==> src/rtl/fault_hub_pkg.sv <==
package fault_hub_pkg;
   // register offsets on the software port
   typedef enum logic [1:0] {
      OFS_FLAGS    = 2'd0,
      OFS_LATCH_EN = 2'd1,
      OFS_IRQ_EN   = 2'd2,
      OFS_SPARE    = 2'd3
   } hub_reg_e;

   localparam int unsigned REG_AW    = 2;
   localparam int unsigned NUM_KINDS = 4;
   // group order inside the flag vector, lowest group first
   localparam int unsigned KIND_SINGLE = 0;
   localparam int unsigned KIND_MULTI  = 1;
   localparam int unsigned KIND_STROBE = 2;
   localparam int unsigned KIND_ACCESS = 3;
endpackage

==> src/rtl/fault_flag_array.sv <==
module fault_flag_array #(
   parameter int unsigned WIDTH = 16
) (
   input  logic             clk,
   input  logic             rst_n,
   input  logic [WIDTH-1:0] hit,
   input  logic [WIDTH-1:0] latch_en,
   input  logic [WIDTH-1:0] clr_mask,
   output logic [WIDTH-1:0] flags
);
   generate
      if (WIDTH < 1) begin : g_bad_width
         $error("fault_flag_array: WIDTH must be at least 1");
      end
      for (genvar i = 0; i < WIDTH; i++) begin : g_bit
         logic take;
         assign take = hit[i] & latch_en[i];

         always_ff @(posedge clk or negedge rst_n) begin
            if (!rst_n)           flags[i] <= 1'b0;
            else if (take)        flags[i] <= 1'b1;  // new event beats clear
            else if (clr_mask[i]) flags[i] <= 1'b0;
         end

         AST_EVENT_LATCHES: assert property (@(posedge clk) disable iff (!rst_n)
            (hit[i] && latch_en[i]) |=> flags[i]);
         AST_MASKED_QUIET: assert property (@(posedge clk) disable iff (!rst_n)
            (!latch_en[i] && !flags[i]) |=> !flags[i]);
         AST_CLEAR_DROPS: assert property (@(posedge clk) disable iff (!rst_n)
            (clr_mask[i] && !(hit[i] && latch_en[i])) |=> !flags[i]);
         AST_ZERO_KEEPS: assert property (@(posedge clk) disable iff (!rst_n)
            (flags[i] && !clr_mask[i]) |=> flags[i]);
         AST_EVENT_BEATS_CLEAR: assert property (@(posedge clk) disable iff (!rst_n)
            (clr_mask[i] && hit[i] && latch_en[i]) |=> flags[i]);
      end
   endgenerate
endmodule

==> src/rtl/lane_bank_decode.sv <==
module lane_bank_decode #(
   parameter int unsigned ADDR_W     = 32,
   parameter int unsigned LANE_BYTES = 8,
   parameter int unsigned NUM_BANKS  = 4
) (
   input  logic [ADDR_W-1:0]                       addr,
   output logic [$clog2(NUM_BANKS)-1:0]            bank
);
   localparam int unsigned LSB = $clog2(LANE_BYTES);
   localparam int unsigned BB  = $clog2(NUM_BANKS);

   generate
      if ((LANE_BYTES & (LANE_BYTES - 1)) != 0 || LANE_BYTES < 2) begin : g_bad_lane
         $error("lane_bank_decode: LANE_BYTES must be a power of two >= 2");
      end
      if ((NUM_BANKS & (NUM_BANKS - 1)) != 0 || NUM_BANKS < 2) begin : g_bad_banks
         $error("lane_bank_decode: NUM_BANKS must be a power of two >= 2");
      end
      if (LSB + BB > ADDR_W) begin : g_bad_addr
         $error("lane_bank_decode: ADDR_W too narrow for the stride");
      end
   endgenerate

   assign bank = addr[LSB +: BB];

   logic unused_addr_bits;
   assign unused_addr_bits = ^{addr[LSB-1:0], addr[ADDR_W-1:LSB+BB]};
endmodule

==> src/rtl/irq_merge.sv <==
module irq_merge #(
   parameter int unsigned WIDTH      = 16,
   parameter bit          REGISTERED = 1'b0
) (
   input  logic             clk,
   input  logic             rst_n,
   input  logic [WIDTH-1:0] flags,
   input  logic [WIDTH-1:0] irq_en,
   output logic             irq
);
   logic any_live;
   assign any_live = |(flags & irq_en);

   generate
      if (REGISTERED) begin : g_reg
         logic irq_q;
         always_ff @(posedge clk or negedge rst_n) begin
            if (!rst_n) irq_q <= 1'b0;
            else        irq_q <= any_live;
         end
         assign irq = irq_q;
         AST_IRQ_QUIET: assert property (@(posedge clk) disable iff (!rst_n)
            (flags == '0) |=> !irq);
      end else begin : g_comb
         assign irq = any_live;
         AST_IRQ_QUIET: assert property (@(posedge clk) disable iff (!rst_n)
            (flags == '0 || irq_en == '0) |-> !irq);
      end
   endgenerate
endmodule

==> src/rtl/bank_fault_hub.sv <==
module bank_fault_hub
   import fault_hub_pkg::*;
#(
   parameter int unsigned NUM_BANKS    = 4,
   parameter int unsigned ADDR_W       = 32,
   parameter int unsigned LANE_BYTES   = 8,
   parameter bit          LATCH_ALL_RST = 1'b1,
   parameter bit          IRQ_REGISTERED = 1'b0,
   localparam int unsigned FLAG_W = NUM_KINDS * NUM_BANKS,
   localparam int unsigned BANK_W = $clog2(NUM_BANKS)
) (
   input  logic              clk,
   input  logic              rst_n,
   input  logic [NUM_BANKS-1:0] ev_single,
   input  logic [NUM_BANKS-1:0] ev_multi,
   input  logic [NUM_BANKS-1:0] ev_strobe,
   input  logic [NUM_BANKS-1:0] ev_access,
   input  logic              reg_we,
   input  logic [REG_AW-1:0] reg_addr,
   input  logic [FLAG_W-1:0] reg_wdata,
   output logic [FLAG_W-1:0] reg_rdata,
   output logic              irq_o,
   input  logic [ADDR_W-1:0] probe_addr,
   output logic [BANK_W-1:0] probe_bank
);
   hub_reg_e sel;
   assign sel = hub_reg_e'(reg_addr);

   // event matrix, one group of NUM_BANKS per kind
   logic [FLAG_W-1:0] hit;
   assign hit[KIND_SINGLE*NUM_BANKS +: NUM_BANKS] = ev_single;
   assign hit[KIND_MULTI *NUM_BANKS +: NUM_BANKS] = ev_multi;
   assign hit[KIND_STROBE*NUM_BANKS +: NUM_BANKS] = ev_strobe;
   assign hit[KIND_ACCESS*NUM_BANKS +: NUM_BANKS] = ev_access;

   logic [FLAG_W-1:0] latch_en_q, irq_en_q, flags, clr_mask;

   assign clr_mask = (reg_we && sel == OFS_FLAGS) ? reg_wdata : '0;

   always_ff @(posedge clk or negedge rst_n) begin
      if (!rst_n) begin
         latch_en_q <= LATCH_ALL_RST ? '1 : '0;
         irq_en_q   <= '0;
      end else if (reg_we) begin
         if (sel == OFS_LATCH_EN) latch_en_q <= reg_wdata;
         if (sel == OFS_IRQ_EN)   irq_en_q   <= reg_wdata;
      end
   end

   always_comb begin
      unique case (sel)
         OFS_FLAGS:    reg_rdata = flags;
         OFS_LATCH_EN: reg_rdata = latch_en_q;
         OFS_IRQ_EN:   reg_rdata = irq_en_q;
         default:      reg_rdata = '0;
      endcase
   end

   fault_flag_array #(.WIDTH(FLAG_W)) u_flags (
      .clk(clk), .rst_n(rst_n), .hit(hit), .latch_en(latch_en_q),
      .clr_mask(clr_mask), .flags(flags)
   );

   irq_merge #(.WIDTH(FLAG_W), .REGISTERED(IRQ_REGISTERED)) u_irq (
      .clk(clk), .rst_n(rst_n), .flags(flags), .irq_en(irq_en_q), .irq(irq_o)
   );

   lane_bank_decode #(.ADDR_W(ADDR_W), .LANE_BYTES(LANE_BYTES), .NUM_BANKS(NUM_BANKS)) u_dec (
      .addr(probe_addr), .bank(probe_bank)
   );

   AST_SPARE_WRITE_INERT: assert property (@(posedge clk) disable iff (!rst_n)
      (reg_we && sel == OFS_SPARE) |=> ($stable(latch_en_q) && $stable(irq_en_q)));
   AST_SPARE_READS_ZERO: assert property (@(posedge clk) disable iff (!rst_n)
      (sel == OFS_SPARE) |-> (reg_rdata == '0));
endmodule

==> config.mk <==
export PLATFORM = sky130hd
export DESIGN_NAME = bank_fault_hub
export DESIGN_NICKNAME = d
export VERILOG_FILES = /design/src/rtl/fault_hub_pkg.sv /design/src/rtl/fault_flag_array.sv /design/src/rtl/lane_bank_decode.sv /design/src/rtl/irq_merge.sv /design/src/rtl/bank_fault_hub.sv
export SDC_FILE = /design/constraint.sdc
export NUM_CORES = 1
export LEC_CHECK = 0
export BUFFER_PORTS_ARGS = -buffer_cell sky130_fd_sc_hd__buf_2
export CORE_MARGIN = 8
export CORE_UTILIZATION = 35
export DETAILED_ROUTE_END_ITERATION = 8
export SLEW_MARGIN = 20
export SYNTH_ARGS = -nofsm -noshare
export SYNTH_HDL_FRONTEND = slang
export SYNTH_SLANG_ARGS = --single-unit
export TNS_END_PERCENT = 50
==> constraint.sdc <==
create_clock -name clk -period 1.3 [get_ports clk]
set_clock_uncertainty 0.05 [all_clocks]
set_input_delay 0.26 -clock clk [delete_from_list [all_inputs] [get_ports clk]]
set_output_delay 0.26 -clock clk [all_outputs]
set_load 0.03 [all_outputs]
**After elaboration in Yosys (flattened, before gate mapping)**

Index checks and enable logic that the tools add are counted.

- Register bits after elaboration: 48
- Input port bits: 69
- Output and inout bits: 19
- Word-level logic and storage cells: 92

- Equality and inequality tests: 2
- Multiplexer cells: 34
- Bitwise operators: 17
- Reduce and logical (&&, ||, !) cells: 21

Operator list:

| cell | count |
|---|---|
| one-hot mux 16 bit (3 select lines) | 1 |
| two-way mux 1 bit | 32 |
| nonzero test 2 bit | 16 |
| AND 1 bit | 16 |
| AND 16 bit | 1 |
| two-way mux 16 bit | 1 |
| OR reduction 16 bit | 1 |
| AND reduction 2 bit | 2 |
| equality test 2 x 1 -> 1 bit, second input constant | 1 |
| equality test 2 bit, second input constant | 1 |
| logical NOT 2 bit | 1 |
| logical AND 1 bit | 1 |

**Depth between registers and ports, before layout**

Gate-level depths: netlist of run 1.

- Depth after elaboration: 5
- Depth in mapped cells: 6
- Gate-level depth less buffers: 3

**Cells and area by module**

Synthesis of run 1 repeated with hierarchy kept, for this count alone.

- Cell total of the unflattened synthesis: 200
- Area total of the unflattened synthesis: 2,567.5 um^2

By module, submodules not included:

| module | instances | cells an instance | area each (um^2) |
|---|---|---|---|
| bank_fault_hub | 1 | 125 | 1,790.5 |
| fault_flag_array | 1 | 64 | 660.6 |
| irq_merge | 1 | 9 | 101.3 |
| lane_bank_decode | 1 | 2 | 15.0 |

**Worst setup path after synthesis of run 1**

Ideal clock, no wire load.

- Path kind: input to output
- Start: in reg_addr[0]
- End: out reg_rdata[10]
- Data arrival time: 1.506 ns
- Required time: 0.990 ns
- Path slack: -0.516 ns
- Cell stages on the path: 4
- Buffers on the path: 2
- Cell sequence: buf_4 > buf_2 > mux2i_1 > o21ai_0

- Cells in the longest elaborated chain, start to end: 2

Ends and longest elaborated chain:

| element | line | text |
|---|---|---|
| start, declared | bank_fault_hub.sv:19 | `input logic [REG_AW-1:0] reg_addr,` |
| equality test 2 bit (tied with other cells) | bank_fault_hub.sv:51 | `unique case (sel)` |
| one-hot mux 16 bit (3 select lines) (*) | bank_fault_hub.sv:51 |  |
| end, declared | bank_fault_hub.sv:21 | `output logic [FLAG_W-1:0] reg_rdata,` |

Every way passes the cells marked *; elsewhere a longest branch is shown, timed or not.

**Worst setup path in the final report of run 1**

- Start: reg irq_en_q[7]
- End: out irq_o

- Cells in the longest elaborated chain, start to end: 2

Ends and longest elaborated chain:

| element | line | text |
|---|---|---|
| start, declared | bank_fault_hub.sv:36 | `logic [FLAG_W-1:0] latch_en_q, irq_en_q, flags, clr_mask;` |
| start signal, assigned | bank_fault_hub.sv:46 | `if (sel == OFS_IRQ_EN) irq_en_q <= reg_wdata;` |
| AND 16 bit | irq_merge.sv:12 | `assign any_live = \|(flags & irq_en);` |
| OR reduction 16 bit | irq_merge.sv:12 |  |
| end, declared | bank_fault_hub.sv:22 | `output logic irq_o,` |

No other way between the ends.

==> key figures, run 1 <==
Run status
  – Outcome: complete, but fails checks
  – Failing checks: setup timing

Power and ir drop
  – Power per cell area: roughly 1300 mW/mm2
  – Leakage: 1.488 nW
  – Worst vdd ir: between 0.5 and 0.6 mV
  – Total power: 4.445 mW

Placement
  – Port Buffers: 53
  – Placed Cells: 341
  – Final Wtd Congestion: 0.7231
  – Dpl hpwl: ~4300 um

Detailed routing
  – DR vias/cell: 5.028
  – Antenna violation net count after detailed routing: 0
  – Drt initial violations: 68
  – DRT Wirelength: 5954 um
  – WL per Instance: ~17 um
  – DRC errors left: 0
  – First-pass detailed-route iteration total: 4
  – Via count: between 1,500 and 2,000

Timing
  – Final hold slack: 0.1340 ns
  – Max Clock Freq: 548.3 MHz
  – Min Tclk post-route: 1.824 ns
  – Final Cycle Share: 1.403
  – Worst-margin pin slew: 0.3102 ns
  – Count of pins over their slew limit: 0
  – Worst slew margin: 0.7932
  – Setup ws final: -0.5237 ns
  – Final hold vios: 0
  – Endpoints failing setup: 17
  – Unrepaired setup endpoints after global routing: yes

Global routing
  – Gr ovfl total: 0
  – Vias in the first global route: slightly below 2,000
  – Initial antenna violation count: 0
  – First-pass GRT wire length: approximately 10000 um
  – All-Layer GR Usage: 0.1259
  – Pin count of the biggest net entering global routing: 49

Clock tree
  – H-tree Lvls: 2
  – Clk slew on worst S/H paths: 0.09 ns
  – Max clock buf depth: 2
  – CTS Sinks: 48
  – CTS root buffer: clkbuf_8
  – Clk_lat worst skew: 0.30 ns
  – CTS tree: done
  – CTS buffer count: 5

Critical path
  – Critical Path Slowest Stage Cell: dfrtp_1
  – Critical Path Start: irq_en_q[7]$_DFFE_PN0P_
  – Critical path endpoint category: primary output
  – CP peak stage delay: 0.39 ns
  – Worst path cell trace: a22o_1, a221oi_2, nand4_1, buf_6
  – Crit Path Max Fanout: 2
  – Worst Path Arrival: 1.51 ns
  – Critical path class: reg -> out
  – FF-to-FF Start: irq_en_q[10]$_DFFE_PN0P_
  – CP Launch Type: flop
  – CP required: between 0.9 and 1 ns

Synthesis
  – Synth Warn #: 0
  – Top cell type's share of synthesized area: 0.3490
  – Register bit total from synthesis: 48
  – Top cells by area, synth: dfrtp_1 35%, dfstp_2 18%, mux2_2 15%, a22o_1 7.6%, mux2i_1 7.0%
  – Mapped Area: about 0.0023 mm2
  – Yosys cell types: 18
  – Post-Synthesis Cells: 184
  – Net count after synthesis: roughly 250
  – Yosys top cell by area: dfrtp_1
  – Synth Area per Inst: 12.47 um2
  – Sequential element share of the synthesized area: 0.5322

Die
  – Die Area: 0.009403 mm2
  – Initial Util: 0.3614
  – Die Ht: 96.97 um
  – Core ar.: 0.006350 mm2
  – # IOs: between 80 and 90
  – Die Width: 96.97 um
  – Rows: 29

Hold path
  – Worst hold path class: in -> reg
  – Hold wc startpoint: ev_strobe[0]

Final layout
  – Layout cells sized above 1: 0.6460
  – Layout area overhead: 44.38%
  – Diode count: 0
  – Final Non-Filler Cells: 351
  – # nets final: 342

Run
  – Maxcap violations: 0
## report_power, final
| part | switching, mW | internal (mW) |
|---|---|---|
| clock network | 0.492 | 0.435 |
| registers | 0.207 | 1.83 |
| logic | 0.645 | 0.833 |
| total | 1.34 | 3.10 |
## cells by family after synthesis
group / share of synthesized area
mux: 0.2285
flops: 0.5322
compound gates: 0.1265
simple gates: 0.07634
buf+inv: 0.03653
## final timing paths
kind | to | depth (start not counted) | slack [ns]
min in group asynchronous | u_flags.flags[15]$_DFFE_PN0P_ | 3 | 0.41
max in group asynchronous | latch_en_q[11]$_DFFE_PN1P_ | 3 | 0.49
worst max register to register | irq_en_q[10]$_DFFE_PN0P_ | 2 | 0.35
worst min register to register | irq_en_q[11]$_DFFE_PN0P_ | 1 | 0.51
worst max-delay path | irq_o | 4 | -0.52
worst min-delay path | u_flags.flags[8]$_DFFE_PN0P_ | 2 | 0.13
## registers in the layout, indices dropped and copies added (netlist names)
signal / count
irq_en_q: 16
u_flags.flags: 16
latch_en_q: 16
## worst max-delay path, delay by kind of cell, from the launching register on
| kind | cells | cell delay, ns |
|---|---|---|
| AO/OA/AOI/OAI | 2 | 0.47 |
| flip-flops | 1 | 0.39 |
| AND/OR/NAND/NOR | 1 | 0.18 |
| buffers and inverters | 1 | 0.17 |
## synthesized netlist by cell type
master    instances
dfstp_2          16
mux2_2           31
a221oi_1          4
nand4_1           1
nor2b_4           1
mux2i_1          16
nand3b_2          1
buf_6             3
nand2_1          32
mux2_4            1
buf_2             1
a22o_1           20
nand2_4           1
dfrtp_1          32
buf_4             5
clkbuf_1          2
nor3b_2           1
o21ai_0          16
## what timing repair did
action | 4_1_cts | 5_1_grt
resized for setup | 39 | 9
pin swaps | 2 | 1
hold buffers | 1 | 0
setup buffers | 1 | 0
hold endpoints to repair | 32 | 0
setup endpoints to repair | 17 | 17
## cells in the final DEF (no fill, tap or decap), types with 9 or more instances in the layout
cell / count
buf_2: 36
nand2_1: 32
dfrtp_1: 32
mux2_2: 30
buf_4: 26
buf_6: 24
a22o_1: 20
dfstp_2: 16
o21ai_2: 15
mux2i_1: 9
## layout make-up
class	instances	area, um2
flip-flops and latches	48	1221
multi-input cells	125	1130
well taps	77	96.34
fillers	547	3037
repair buffers	93	775.7
clock buffers	8	90.09
## stage by stage
stage	setup TNS [ns]	instance area (um2)	setup slack (ns)	util
after global placement	-5.029	3042	-0.1864	0.4790
after CTS	-4.308	3279	-0.5337	0.5165
after floorplan	-0.3138	2437	-0.1017	-
after detailed placement	-5.600	3042	-0.1825	0.4790
after global routing	-5.016	3313	-0.6078	0.5218
final	-4.073	3313	-0.5237	0.5218
## per-layer routing
layer  share of wire  vias to the layer above  GRT usage
li1                -                      852          -
met1            0.47                      875     0.1605
met2            0.48                       31     0.2021
met3           0.034                        7    0.02845
met4           0.014                        0    0.04615
met5               0                        -          0
Power figures use the tool's default switching activity.
==> inputs of run 2 (changes only) <==
Settings changed: RECOVER_POWER from default to 25, SKIP_LAST_GASP from default to 1.
Clock period 1.3 ns to 1.7 ns, I/O delays scaled along.
==> key figures, run 2 (synthesis results as in run 1) <==
Run status
  – Outcome: complete, but fails checks
  – Failing checks: setup timing

Timing
  – Final hold slack: 0.2123 ns (+0.07839 ns)
  – Unrepaired setup endpoints after global routing: yes
  – Final Cycle Share: 1.109
  – Max Clock Freq: 530.5 MHz
  – Worst slew margin: 0.5629 (-0.2303)
  – Endpoints failing setup: 1 (-16)
  – Final hold vios: 0 (unchanged)
  – Count of pins over their slew limit: 0 (unchanged)
  – Setup ws final: -0.1849 ns (+0.3388 ns)
  – Min Tclk post-route: ~1.9 ns
  – Worst-margin pin slew: 0.6556 ns (+0.3455 ns)

Clock tree
  – Clk_lat worst skew: 0.30 ns (about the same)
  – Clk slew on worst S/H paths: 0.08 ns (about the same)
  – CTS tree: done
  – H-tree Lvls: 2 (unchanged)
  – CTS buffer count: 5 (unchanged)
  – CTS Sinks: 48 (unchanged)
  – Max clock buf depth: 2 (unchanged)
  – CTS root buffer: clkbuf_8

Run
  – Maxcap violations: 0 (unchanged)

Die
  – Rows: 29 (unchanged)
  – Initial Util: 0.3614 (unchanged)
  – # IOs: 88 (unchanged)
  – Core ar.: 0.006350 mm2 (unchanged)
  – Die Ht: 96.97 um (unchanged)
  – Die Width: 96.97 um (unchanged)
  – Die Area: 0.009403 mm2 (unchanged)

Final layout
  – Final instance area: 0.002914 mm2 (-12%)
  – Diode count: 0 (unchanged)
  – Post-layout util: 0.4589 (-0.06286)
  – Layout cells sized above 1: 0.5630 (-0.08299)
  – Most common cell after layout, fill and taps aside: buf_2
  – Commonest non-fill, non-tap cells in the layout: 45 x buf_2, 32 x nand2_1, 32 x dfrtp_1
  – Layout area overhead: 26.99%
  – # nets final: 322 (-5.8%)
  – Largest registers: irq_en_q x16, latch_en_q x16, u_flags.flags x16
  – Filler instances: 592 (+8.2%)

Critical path
  – Critical path class: reg -> out
  – Reg-to-Reg End: u_flags.flags[10]$_DFFE_PN0P_
  – R2r setup slk: 0.73 ns (+0.38 ns)
  – Worst path cell trace: a22o_1, a221oi_2, nand4_1, buf_6
  – Critical Path Slowest Stage Cell: dfrtp_1
  – CP Launch Type: flop
  – CP required: 1.31 ns (+0.32 ns)
  – Worst Path Arrival: 1.49 ns (-0.02 ns)
  – Reg2Reg Depth: 3 (+1)
  – Critical path endpoint category: primary output
  – FF-to-FF Start: latch_en_q[10]$_DFFE_PN1P_
  – Cell family with most CP delay: compound AO/OA/AOI/OAI gates
  – CP peak stage delay: 0.38 ns (about the same)
  – Crit Path Max Fanout: 2 (unchanged)
  – Critical path buffers and inverters: 1 (unchanged)

Placement
  – Dpl hpwl: 4241 um (-0.78%)
  – Final Wtd Congestion: 0.7273 (+0.58%)
  – Port Buffers: 53 (unchanged)
  – Cell area after placement: 0.002748 mm2 (-9.7%)

Hold path
  – Worst hold path class: in -> reg
  – Hold path depth: 2 (unchanged)
  – Hold wc startpoint: ev_access[1]
  – Hold endpoint: u_flags.flags[13]$_DFFE_PN0P_

Detailed routing
  – WL per Instance: 16.74 um (-1.3%)
  – DR vias/cell: 5.121 (+1.8%)
  – Antenna violation net count after detailed routing: 0 (unchanged)
  – DRT Wirelength: 5541 um (-6.9%)
  – Drt initial violations: 47 (-31%)
  – First-pass detailed-route iteration total: 4 (unchanged)
  – DRC errors left: 0 (unchanged)
  – Via count: 1,695 (-4.0%)

Power and ir drop
  – Total power: 3.077 mW (-31%)
  – Power per cell area: 1056 mW/mm2 (-21%)
  – Leakage: 1.332 nW (-11%)
  – Worst vdd ir: 0.4921 mV (-2.0%)

Global routing
  – First-pass GRT wire length: 9163 um (-6.6%)
  – All-Layer GR Usage: 0.1187 (-0.007204)
  – Pin count of the biggest net entering global routing: 49 (unchanged)
  – Initial antenna violation count: 0 (unchanged)
  – Vias in the first global route: 1,832 (-7.0%)
  – Gr ovfl total: 0 (unchanged)
[run 2: cell type report]
class / count / area, um2 / share of cell area
flip-flops and latches: 48 / 1221 / 0.4191
multi-input cells: 125 / 1049 / 0.3598
repair buffers: 73 / 457.9 / 0.1571
clock buffers: 8 / 90.09 / 0.03091
well taps: 77 / 96.34 / 0.03306
[run 2: worst register-to-register path: stages (launching register included)]
cell and delay (ns):
dfstp_2 0.38, buf_4 0.13, buf_4 0.12, a22o_1 0.19
[run 2: how the worst max path moves through the flow]
| stage | slack (ns) | end | depth (start not counted) | startpoint |
|---|---|---|---|---|
| global placement | 0.01 | reg_rdata[2] | 5 | reg_addr[0] |
| CTS | -0.18 | irq_o | 4 | irq_en_q[7]$_DFFE_PN0P_ |
| floorplan | -0.08 | reg_rdata[8] | 6 | reg_addr[0] |
| global route | -0.27 | irq_o | 4 | u_flags.flags[7]$_DFFE_PN0P_ |
| finish | -0.18 | irq_o | 4 | u_flags.flags[7]$_DFFE_PN0P_ |
| detailed placement | 0.008 | reg_rdata[2] | 5 | reg_addr[0] |
[run 2: timing repair]
action | CTS | global route
endpoints found under the setup margin | 5 | 12
setup buffers | 1 | 2
gates resized for setup | 8 | 13
pin swaps | 1 | 2
hold endpoints to repair | 32 | 0
hold buffers | 1 | 0
gates cloned | 0 | 0
[run 2: routing by layer]
metal	vias up	share of wire	track usage
met5	-	0	0
met4	0	0.012	0.04024
met3	6	0.043	0.03129
met2	38	0.48	0.1870
met1	836	0.47	0.1527
li1	815	-	-
[run 2: per-stage QoR]
step	setup TNS, ns	cells	setup WS, ns
after floorplan	-0.1803	184	-0.08044
after global placement	0	319	0.01212
after detailed placement	0	319	0.008356
after CTS	-0.2599	329	-0.1835
after global routing	-0.3849	331	-0.2699
final	-0.1849	331	-0.1849
[run 2: power by group]
| group | leakage (nW) | switching [mW] | internal [mW] | total, mW |
|---|---|---|---|---|
| combinational | 0.772 | 0.403 | 0.408 | 0.812 |
| sequential | 0.515 | 0.172 | 1.40 | 1.57 |
| clock | 0.0455 | 0.360 | 0.332 | 0.693 |
| total | 1.33 | 0.935 | 2.14 | 3.08 |
==> inputs of run 3 (changes only) <==
==> constraint.sdc (replaced) <==
create_clock -name clk -period 1.7 [get_ports clk]
set_clock_uncertainty 0.05 [all_clocks]
set_input_delay 0.085 -clock clk [delete_from_list [all_inputs] [get_ports clk]]
set_output_delay 0.085 -clock clk [all_outputs]
set_load 0.03 [all_outputs]
==> key figures, run 3 (synthesis results as in run 1) <==
Run status
  – Outcome: finished clean

Final layout
  – Diode count: 0 (unchanged)
  – Largest registers: irq_en_q x16, latch_en_q x16, u_flags.flags x16
  – # nets final: 341 (+5.9%)
  – Post-layout util: 0.4826 (+0.02365)
  – Layout area overhead: 33.53%
  – Most common cell after layout, fill and taps aside: buf_2
  – Commonest non-fill, non-tap cells in the layout: 51 x buf_2, 32 x nand2_1, 32 x dfrtp_1
  – Layout cells sized above 1: 0.4505 (-0.1124)

Critical path
  – Worst Path Arrival: 1.49 ns (about the same)
  – CP Launch Type: flop
  – Critical path endpoint category: primary output
  – FF-to-FF Start: u_flags.flags[12]$_DFFE_PN0P_
  – Critical Path Start: irq_en_q[7]$_DFFE_PN0P_
  – Critical path class: reg -> out
  – CP required: 1.56 ns (+0.25 ns)
  – Crit Path Max Fanout: 3 (+1)

Placement
  – Worst slack, placed: 0.2905 ns (+0.2821 ns)
  – Dpl hpwl: 4274 um (+0.76%)
  – Final Wtd Congestion: 0.7052 (-3.0%)
  – Port Buffers: 53 (unchanged)

Timing
  – Worst-margin pin slew: 0.6240 ns (-0.03160 ns)
  – Final Cycle Share: 0.9582 (-0.1505)
  – Unrepaired setup endpoints after global routing: yes
  – Worst slew margin: 0.5840 (+0.02106)
  – Setup ws final: 0.07098 ns (+0.2559 ns)
  – Max Clock Freq: 613.9 MHz (+16%)
  – Count of pins over their slew limit: 0 (unchanged)
  – Endpoints failing setup: 0 (-1)
  – Min Tclk post-route: 1.629 ns (-0.2559 ns)
  – Final hold vios: 0 (unchanged)

Global routing
  – Pin count of the biggest net entering global routing: 46 (-6.1%)
  – All-Layer GR Usage: 0.1264 (+0.007690)
  – Gr ovfl total: 0 (unchanged)
  – First-pass GRT wire length: 9708 um (+5.9%)
  – Vias in the first global route: 1,858 (+1.4%)
  – Initial antenna violation count: 0 (unchanged)

Detailed routing
  – DR vias/cell: 5.011 (-2.1%)
  – Antenna violation net count after detailed routing: 0 (unchanged)
  – First-pass detailed-route iteration total: 4 (unchanged)
  – DRC errors left: 0 (unchanged)
  – Via count: 1,754 (+3.5%)
  – Drt initial violations: 66 (+40%)
  – DRT Wirelength: 5931 um (+7.0%)
  – WL per Instance: 16.95 um (+1.2%)

Die
  – Die Width: 96.97 um (unchanged)
  – Die Area: 0.009403 mm2 (unchanged)
  – Initial Util: 0.3614 (unchanged)
  – Rows: 29 (unchanged)
  – Die Ht: 96.97 um (unchanged)
  – Core ar.: 0.006350 mm2 (unchanged)
  – # IOs: 88 (unchanged)

Hold path
  – Worst hold path class: in -> reg
  – Hold wc startpoint: reg_wdata[11]

Power and ir drop
  – Leakage: 1.384 nW (+3.9%)
  – Worst vdd ir: 0.4742 mV (-3.6%)
  – Power per cell area: 982.0 mW/mm2 (-7.0%)
  – Clock share of power: 0.218 (-0.007)
  – Total power: 3.009 mW (-2.2%)
  – Switching part of the total power: 0.3084 (+0.004352)
  – P_int: 2.081 mW (-2.8%)
  – Sequential share of power: 0.524 (+0.013)
  – Switching pwr: 0.9279 mW (-0.81%)
  – Comb power frac: 0.258 (-0.006)

Clock tree
  – Max clock buf depth: 2 (unchanged)
  – CTS tree: done
  – CTS root buffer: clkbuf_8
  – CTS buffer count: 5 (unchanged)
  – Clk slew on worst S/H paths: 0.09 ns (about the same)
  – Clk_lat worst skew: 0.29 ns (about the same)
  – H-tree Lvls: 2 (unchanged)
  – CTS Sinks: 48 (unchanged)

Run
  – Maxcap violations: 0 (unchanged)
-- run 3: changes by cell type in the layout (fill, tap and decap cells not counted), sizes merged --
cell,delta
buf,-10
clkbuf,-1
clkinv,+1
dlygate4sd3,+29
-- run 3: power by group through the flow --
| stage | sequential [mW] | combinational (mW) | clock (mW) |
|---|---|---|---|
| after CTS | 1.57 | 0.781 | 0.690 |
| final | 1.58 | 0.775 | 0.657 |
| after global placement | 1.58 | 0.703 | 0 |
| after global routing | 1.61 | 0.839 | 0.734 |
| after floorplan | 1.53 | 0.509 | 0 |
| after detailed placement | 1.59 | 0.720 | 0 |
-- run 3: worst max-delay path: stages (launching register included) --
cell and delay (ns):
dfrtp_1 0.40, a22o_1 0.24, a221oi_2 0.23, nand4_1 0.16
buf_6 0.17
-- run 3: what timing repair did --
item                                    CTS  global route
hold endpoints to repair                 69             1
resized for setup                         3             4
hold buffers                             29             1
pin swaps                                 0             3
buffers inserted                          0             1
endpoints found under the setup margin    1             1
-- run 3: per-stage QoR --
step	cells	cell area (um2)	hold slack [ns]	TNS [ns]
6_report	350	3064	0.006184	0
3_5_place_dp	311	2658	-0.1387	0
4_1_cts	348	3048	0.0009242	0
3_3_place_gp	311	2658	-0.1380	0
5_1_grt	350	3064	0.01323	-0.03069
2_1_floorplan	184	2295	-0.2606	0
-- run 3: routing by layer --
layer | vias up | track usage | wire length, um
li1 | 848 | - | -
met1 | 872 | 0.1615 | 2899
met2 | 32 | 0.2036 | 2828
met3 | 2 | 0.02845 | 162
met4 | 0 | 0.04379 | 42
met5 | - | 0 | 0
-- run 3: path summary, 6_finish.rpt --
kind	slack (ns)	to	cells past startpoint
worst min register to register	0.49	u_flags.flags[15]$_DFFE_PN0P_	1
max in group asynchronous	0.61	u_flags.flags[15]$_DFFE_PN0P_	3
min in group asynchronous	0.09	u_flags.flags[5]$_DFFE_PN0P_	2
worst max register to register	0.81	u_flags.flags[12]$_DFFE_PN0P_	2
worst max-delay path	0.07	irq_o	4
worst min-delay path	0.006	irq_en_q[11]$_DFFE_PN0P_	2
-- run 3: layout make-up --
class,instances,area [um2]
tap,77,96.34
multi-input combinational,125,1015
timing repair buffer,92,650.6
clock buffer,7,76.32
clock inverter,1,5.005
fill,580,3286
sequential,48,1221
